`config.mk`:
```
export PLATFORM = sky130hd
export DESIGN_NAME = flash_sr_guard
export DESIGN_NICKNAME = d
export VERILOG_FILES = /design/src/rtl/fsr_pkg.sv /design/src/rtl/fsr_cmd_pick.sv /design/src/rtl/fsr_grant.sv /design/src/rtl/fsr_busy_timer.sv /design/src/rtl/flash_sr_guard.sv
export SDC_FILE = /design/constraint.sdc
export NUM_CORES = 1
export LEC_CHECK = 0
export ABC_CLOCK_PERIOD_IN_PS = 1800
export CORE_ASPECT_RATIO = 1.4
export CORE_MARGIN = 1.5
export CORE_UTILIZATION = 39
export DETAILED_ROUTE_END_ITERATION = 10
export GPL_TIMING_DRIVEN = 0
export PLACE_DENSITY = 0.73
export SYNTH_ARGS = -nofsm -noshare
export SYNTH_HDL_FRONTEND = slang
export SYNTH_SLANG_ARGS = --single-unit
```
`constraint.sdc`:
```
create_clock -name clk -period 1.8 [get_ports clk]
set_input_delay 0.45 -clock clk [delete_from_list [all_inputs] [get_ports clk]]
set_output_delay 0.45 -clock clk [all_outputs]
set_load 0.05 [all_outputs]
```
`src/rtl/fsr_pkg.sv`:
```
package fsr_pkg;

    typedef enum logic [2:0] {
        CMD_NONE,
        CMD_WDIS,
        CMD_WEN,
        CMD_SRW,
        CMD_CHIP,
        CMD_BLK,
        CMD_SECT,
        CMD_PROG
    } cmd_e;

    localparam logic [1:0] LOCK_SW  = 2'b00;
    localparam logic [1:0] LOCK_PIN = 2'b01;
    localparam logic [1:0] LOCK_PWR = 2'b10;
    localparam logic [1:0] LOCK_OTP = 2'b11;

    typedef struct packed {
        logic       prot_inv;
        logic [2:0] otp_lock;
        logic       quad_en;
        logic [1:0] lock_mode;
        logic [4:0] prot_bits;
    } nv_t;

    typedef struct packed {
        nv_t  nv;
        logic wel;
        logic acc;
        logic rej;
    } regs_t;

    localparam nv_t NV_FACTORY = '0;

endpackage

```
`src/rtl/fsr_cmd_pick.sv`:
```
module fsr_cmd_pick
    import fsr_pkg::*;
(
    input  logic wr_dis,
    input  logic wr_en,
    input  logic sr_write,
    input  logic chip_erase,
    input  logic blk_erase,
    input  logic sect_erase,
    input  logic prog,
    output cmd_e cmd
);
    // fixed priority among simultaneous strobes
    always_comb begin
        if (wr_dis)          cmd = CMD_WDIS;
        else if (wr_en)      cmd = CMD_WEN;
        else if (sr_write)   cmd = CMD_SRW;
        else if (chip_erase) cmd = CMD_CHIP;
        else if (blk_erase)  cmd = CMD_BLK;
        else if (sect_erase) cmd = CMD_SECT;
        else if (prog)       cmd = CMD_PROG;
        else                 cmd = CMD_NONE;
    end
endmodule

```
`src/rtl/fsr_grant.sv`:
```
module fsr_grant
    import fsr_pkg::*;
(
    input  cmd_e cmd,
    input  nv_t  nv,
    input  logic wel,
    input  logic busy,
    input  logic prot_pin_n,
    output logic grant
);
    logic sr_open;
    logic chip_ok;

    always_comb begin
        unique case (nv.lock_mode)
            LOCK_SW:  sr_open = 1'b1;
            LOCK_PIN: sr_open = prot_pin_n;
            default:  sr_open = 1'b0;
        endcase
        chip_ok = ((nv.prot_bits[2:0] == 3'b000) && !nv.prot_inv) ||
                  ((nv.prot_bits[2:0] == 3'b111) &&  nv.prot_inv);

        grant = 1'b0;
        if (cmd == CMD_WDIS) begin
            grant = 1'b1;
        end else if (!busy) begin
            unique case (cmd)
                CMD_WEN:  grant = 1'b1;
                CMD_SRW:  grant = wel && sr_open;
                CMD_CHIP: grant = wel && chip_ok;
                CMD_BLK,
                CMD_SECT,
                CMD_PROG: grant = wel;
                default:  grant = 1'b0;
            endcase
        end
    end
endmodule

```
`src/rtl/fsr_busy_timer.sv`:
```
module fsr_busy_timer #(
    parameter int unsigned CYCLES = 1000
) (
    input  logic clk,
    input  logic clr,
    input  logic start,
    output logic busy,
    output logic done
);
    localparam int unsigned CW = $clog2(CYCLES + 1);
    localparam logic [CW-1:0] LOAD = CW'(CYCLES - 1);

    typedef struct packed {
        logic          run;
        logic [CW-1:0] cnt;
    } tmr_t;

    tmr_t tmr_d, tmr_q;

    always_comb begin
        tmr_d = tmr_q;
        if (start) begin
            tmr_d.run = 1'b1;
            tmr_d.cnt = LOAD;
        end else if (tmr_q.run) begin
            if (tmr_q.cnt == '0) tmr_d.run = 1'b0;
            else                 tmr_d.cnt = tmr_q.cnt - 1'b1;
        end
    end

    always_ff @(posedge clk) begin
        if (clr) tmr_q <= '0;
        else     tmr_q <= tmr_d;
    end

    assign busy = tmr_q.run;
    assign done = tmr_q.run && (tmr_q.cnt == '0);
endmodule

```
`src/rtl/flash_sr_guard.sv`:
```
module flash_sr_guard
    import fsr_pkg::*;
#(
    parameter int unsigned BUSY_CYCLES = 1000,
    parameter logic [1:0]  DRV_INIT    = 2'b00,
    parameter logic        HPF_INIT    = 1'b0
) (
    input  logic        clk,
    input  logic        nv_init_n,
    input  logic        pwr_rst_n,
    input  logic        prot_pin_n,
    input  logic        cmd_wr_en,
    input  logic        cmd_wr_dis,
    input  logic        cmd_sr_write,
    input  logic [15:0] sr_wdata,
    input  logic        cmd_prog,
    input  logic        cmd_sect_erase,
    input  logic        cmd_blk_erase,
    input  logic        cmd_chip_erase,
    output logic [23:0] status_o,
    output logic        cmd_accept,
    output logic        cmd_reject,
    output logic        busy
);
    regs_t r_d, r_q;
    cmd_e  cmd;
    logic  grant;
    logic  op_busy;
    logic  op_done;
    logic  op_start;
    logic  tmr_clr;

    fsr_cmd_pick u_pick (
        .wr_dis     (cmd_wr_dis),
        .wr_en      (cmd_wr_en),
        .sr_write   (cmd_sr_write),
        .chip_erase (cmd_chip_erase),
        .blk_erase  (cmd_blk_erase),
        .sect_erase (cmd_sect_erase),
        .prog       (cmd_prog),
        .cmd        (cmd)
    );

    fsr_grant u_grant (
        .cmd        (cmd),
        .nv         (r_q.nv),
        .wel        (r_q.wel),
        .busy       (op_busy),
        .prot_pin_n (prot_pin_n),
        .grant      (grant)
    );

    assign tmr_clr = !nv_init_n || !pwr_rst_n;

    fsr_busy_timer #(.CYCLES(BUSY_CYCLES)) u_timer (
        .clk   (clk),
        .clr   (tmr_clr),
        .start (op_start),
        .busy  (op_busy),
        .done  (op_done)
    );

    always_comb begin
        r_d      = r_q;
        op_start = 1'b0;
        r_d.acc  = (cmd != CMD_NONE) && grant;
        r_d.rej  = (cmd != CMD_NONE) && !grant;

        // latch drops when the operation finishes
        if (op_done) r_d.wel = 1'b0;

        if (grant) begin
            unique case (cmd)
                CMD_WDIS: r_d.wel = 1'b0;
                CMD_WEN:  r_d.wel = 1'b1;
                CMD_SRW: begin
                    // field load; one-time bits only accumulate
                    r_d.nv.prot_bits = sr_wdata[6:2];
                    r_d.nv.lock_mode = sr_wdata[8:7];
                    r_d.nv.quad_en   = sr_wdata[9];
                    r_d.nv.otp_lock  = r_q.nv.otp_lock | sr_wdata[13:11];
                    r_d.nv.prot_inv  = sr_wdata[14];
                    op_start         = 1'b1;
                end
                CMD_CHIP, CMD_BLK, CMD_SECT, CMD_PROG: op_start = 1'b1;
                default: ;
            endcase
        end
    end

    always_ff @(posedge clk) begin
        if (!nv_init_n) begin
            r_q <= '{nv: NV_FACTORY, wel: 1'b0, acc: 1'b0, rej: 1'b0};
        end else if (!pwr_rst_n) begin
            // power cycle releases only the until-power-cycle lock
            r_q.wel <= 1'b0;
            r_q.acc <= 1'b0;
            r_q.rej <= 1'b0;
            if (r_q.nv.lock_mode == LOCK_PWR) r_q.nv.lock_mode <= LOCK_SW;
        end else begin
            r_q <= r_d;
        end
    end

    // status word assembly
    assign status_o = {1'b0, DRV_INIT, HPF_INIT, 4'b0000,
                       1'b0, r_q.nv.prot_inv, r_q.nv.otp_lock, 1'b0,
                       r_q.nv.quad_en, r_q.nv.lock_mode, r_q.nv.prot_bits,
                       r_q.wel, op_busy};
    assign cmd_accept = r_q.acc;
    assign cmd_reject = r_q.rej;
    assign busy       = op_busy;
endmodule

```
* After elaboration in Yosys (flattened, before gate mapping) *
Cells that the tools add are included.

word-level totals
  register bits after elaboration = 26
  output and inout port bits = 27
  logic and storage cells = 77

operators by class
  add/subtract/negate cells = 1
  eq/ne operators = 13
  multiplexer cells = 23
  bitwise gates (word level) = 2
  reductions and logical operators = 27

operators by type and width
  cell                   count
  $mux 11                2
  $mux 3                 7
  $eq 3x3->1 const B     5
  $logic_not 10->1       1
  $mux 10                1
  $sub 10x1->10 const B  1
  $mux 8                 1
  $logic_and 1x1->1      7
  $mux 7                 1
  $eq 3x2->1 const B     2
  $mux 1                 6
  $reduce_and 2->1       3
  $reduce_and 3->1       2
  $reduce_or 5->1        1
  $logic_not 1->1        4
  $mux 2                 2
  $ne 2x1->1 const B     2
  $pmux 1 s2             2
  $pmux 1 s4             1
  $reduce_bool 2->1      2
  $eq 3x1->1 const B     1
  $logic_not 3->1        1
  $or 3x3->3             1
  $reduce_bool 3->1      1
  other kinds (8)        9

* Logic depth before layout (Yosys ltp) *
  word-level depth = 15
  gate-level depth with buffers = 6

* Modules after synthesis *
A second synthesis with hierarchy kept.

unflattened totals
  cells, all modules = 182
  area, all modules = 1,524.0 µm²

by module, submodules not included
  module          times used  cells an instance  area each (µm²)  sequential area each (µm²)
  flash_sr_guard  1           81                 721.9            300.3
  fsr_busy_timer  1           79                 664.4            220.2
  fsr_grant       1           11                 76.3             0.0
  fsr_cmd_pick    1           11                 61.3             0.0

* Worst setup path before layout *
No wires, ideal clock.

  path type = reg-to-reg
  from = reg u_timer.tmr_q (netlist bit u_timer.busy)
  to = reg, netlist name status_o[14]
  library setup time = 0.117 ns
  arrival = 1.849 ns
  required time = 1.683 ns
  path slack = -0.166 ns
  stages on the path, launching flop included = 6
  buffers on the path = 1
  clock period less this slack = 1.966 ns
  cells stage by stage = dfxtp_1 > or4b_4 > nor4_4 > buf_6 > mux2i_1 > nor2b_1

between the ends
  word-level cells in the longest chain between the ends = 3

ends and longest elaborated chain
  element                     RTL line              RTL
  from (decl)                 fsr_busy_timer.sv:18  tmr_t tmr_d, tmr_q;
  from (signal assigned)      fsr_busy_timer.sv:33  else tmr_q <= tmr_d;
  $mux 1                      fsr_grant.sv:26       end else if (!busy) begin
  $mux 1                      fsr_grant.sv:24       if (cmd == CMD_WDIS) begin
  $reduce_and 3->1 (no line)  n/a

No other way between the ends.
A chain may end at the register's enable or synchronous reset.

* Worst setup path in the final report *
  from = reg u_timer.tmr_q[0] in the netlist's numbering
  to = reg u_timer.tmr_q[1] in the netlist's numbering

between the ends
  word-level cells in the longest chain between the ends = 4
  elaborated cells between the ends (all ways) = 7
  classes of those cells = 1 x add/sub; 1 x eq/ne; 3 x mux; 2 x reduce/logical

ends and longest elaborated chain
  element        RTL line              RTL
  $sub 10x1->10  fsr_busy_timer.sv:27  else tmr_d.cnt = tmr_q.cnt - 1'b1;
  $mux 10        fsr_busy_timer.sv:26  if (tmr_q.cnt == '0) tmr_d.run = 1'b0;
  $mux 11        fsr_busy_timer.sv:25  end else if (tmr_q.run) begin
  $mux 11        fsr_busy_timer.sv:22  if (start) begin

Parallel ways exist; a longest one is shown, timed or not. The select of a mux whose other input is x is not followed.

==> out/metrics.cfg <==
[outcome]
status = finished, violations left
violations = negative setup slack

[placed_design]
portBuffers = 39
placedCellCount = 230
place_hpwl_um = 2400
place_congestion = 0.812

[clock_network]
cts_buffers = 3
cts-root-buf = clkbuf_8
clk_latency_ns = 0.27
clock_path_buffers = 2
cts_tree = done
clkSlewWorstSetupHoldPaths_ns = 0.09
clkSinkCount = 26
htree_levels = 1
ctsHoldBuffers = 0

[logic_synthesis]
async_flop_share_pct = 0
synth-seq-cells = 26
synth_warnings = 0
netlist_area_sq_mm = 0.00136
yosys-top-cells-count = dfxtp_1, nor2b_1, a21oi_1, buf_4, mux2i_1
yosysMostFrequentCell = dfxtp_1
yosys.area.top_type = dfxtp_1
ys_types = 42
synth_edf_count = 0
ys_seq_area_share_pct = 38.2
synth_area_per_cell_sq_um = 9.59
synth_top_cell_area_share_pct = 38.2
synthCells = 142
synth_area_leaders = dfxtp_1, mux2i_1, buf_4, nor2b_1, a21oi_1
ys.flop_type = dfxtp_1

[grt]
antenna_found_initial = 0
grt_pass1_vias = 1220
grt_overflow = 0
grt_pass1_wl_um = 5340
grt_max_degree = 15
grt_util_all_layers_pct = 18.2

[route]
dr.pass1.iters = 4
drt_iter0_drc = 48
wirelength_um = 3290
remaining_drc_errors = 0
vias = 1253
routed_via_density = 5.11
wl_per_cell_um = 13.4
ant_nets = 0

[critical_path]
rr_startpoint = u_timer.tmr_q[0]
worst_ep_arrival_time_ns = 2.01
cp_num_buf_inv = 1
worstRegToRegCells = 6
worst_path_max_delay_cell = or4b_4
crit_required_ns = 2.00
end_kind = flip-flop
cp_cell_sequence = inv_2, ha_4, or4b_4, o31ai_4, mux2_4, a21oi_2
crit_type = flip-flop to flip-flop
slowest_delay_ns = 0.50
crit_family = simple AND/OR/NAND/NOR gates
crit_fanout = 4
r2r-end = u_timer.tmr_q[1]
reg2reg_setup_slack_ns = -0.007
start_kind = flip-flop

[floorplan]
fp.dieH_um = 72.9
core_sq_mm = 0.00335
rows = 25
die_w_um = 52.9
dieArea_sq_mm = 0.00386
floorplan.initialDensity_pct = 40.7
ios = 54

[hold_path]
hp-start = cmd_wr_dis
min_to = status_o[1]
hold_path_class = input port to flip-flop
hold_depth = 2

[cells_and_area]
multi_input_comb_area_sq_um = 818
synthToLayoutAreaGrowth_pct = 50.6
drive_above_1_share_pct = 29.3
nets = 235
antennaDiodeCount = 0
fill_cells = 291
regArea_sq_um = 537
fin_cells = 245

[sta]
hold_viol = 0
tightest_slew_ns = 0.622
setup_violations = 2
tns_ns = -0.00736
slew_headroom_pct = 58.5
fmax_mhz = 554
post-route-min-period_ns = 1.81
fin_ws_ns = -0.00652
maxSlewViolCount = 0
rsz0062_at_grt = true
min_period_over_period_pct = 100
finClkSkew_ns = 0.00162

[power]
p_seq_share_pct = 51.2
p_int_mw = 0.844
pwr-share-comb_pct = 15.0
switching_share_pct = 24.9
switching_power_mw = 0.280
p_clk_share_pct = 33.8
irDropWorstVdd_uv = 365
power_leakage_nw = 0.850
p_per_area_mw_per_mm2 = 548

[run]
drv_cap = 0

==> final cells by class <==
| type | count | area share (%) |
|---|---|---|
| Multi-Input combinational cell | 102 | 39.9 |
| Sequential cell | 26 | 26.2 |
| Timing Repair Buffer | 50 | 21.6 |
| Buffer | 17 | 6.04 |
| Clock buffer | 4 | 2.69 |
| Tap cell | 40 | 2.44 |
| Inverter | 6 | 1.10 |
==> timing repair <==
item / in CTS / in global routing
setup endpoints to repair: 42 / 21
setup buffers: 8 / 2
resized for setup: 34 / 8
pin swaps: 5 / 1
gates cloned: 1 / 0
==> per-stage QoR <==
stage          utilization (%)  setup slack [ns]  power [mW]  instance area, sq um  hold slack (ns)
3_3_place_gp              56.0            -0.607       0.757                  1880            0.483
3_5_place_dp              56.0            -0.627       0.759                  1880            0.491
2_1_floorplan                -           0.00128       0.694                  1440            0.453
6_report                  61.2          -0.00652        1.12                  2050            0.402
5_1_grt                   61.2           -0.0564        1.16                  2050            0.410
4_1_cts                   59.4          -0.00488        1.13                  1990            0.398
==> layout by cell type (no fill, tap or decap), types with 3 or more instances in the layout <==
cell,count
dfxtp_4,3
a21oi_1,9
clkbuf_1,3
inv_1,4
nor2_1,5
dfxtp_2,4
xnor2_1,3
dfxtp_1,19
buf_4,23
dlygate4sd2_1,18
nand2_1,6
clkbuf_8,4
clkdlybuf4s50_1,18
conb_1,10
nor2b_1,12
a21oi_2,3
mux2i_1,11
nor3_1,4
==> sequential cells by signal, summed over array words and instances, names as in the netlist <==
signal / cells
cmd_accept: 1
u_timer.busy: 1
cmd_reject: 1
status_o: 13
u_timer.tmr_q: 10
==> cells by family after synthesis <==
family,synth area share (%)
AOI/OAI and AO/OA,15.5
xor gates and xnor gates,1.93
adders and majority gates,1.84
buffers and inverters,10.8
DFF,38.2
muxes,8.92
other,0.275
and+or+nand+nor,22.5
==> how the worst max path moves through the flow <==
stage	endpoint	slack, ns	cells after the start	startpoint
after floorplan	cmd_accept	0.001	5	status_o[4]
after global placement	status_o[2]	-0.61	6	cmd_wr_en
after detailed placement	status_o[2]	-0.63	6	cmd_wr_dis
after CTS	u_timer.tmr_q[6]	-0.005	5	status_o[4]
after global routing	u_timer.tmr_q[1]	-0.06	4	u_timer.tmr_q[3]
final	u_timer.tmr_q[1]	-0.007	6	u_timer.tmr_q[0]
==> metal layers <==
layer,global-route usage (%),up-vias,routed length (um)
li1,-,617,-
met1,20.6,594,1290
met2,33.8,37,1820
met3,2.66,5,136
met4,5.98,0,35
met5,0,-,0
==> power by group through the flow <==
stage | combinational [mW] | clock [mW] | sequential, mW
5_1_grt | 0.178 | 0.409 | 0.577
3_3_place_gp | 0.166 | 0 | 0.591
3_5_place_dp | 0.168 | 0 | 0.591
2_1_floorplan | 0.0960 | 0 | 0.598
6_report | 0.168 | 0.380 | 0.576
4_1_cts | 0.166 | 0.389 | 0.576
Note: power is estimated with default switching activity, not from simulation.
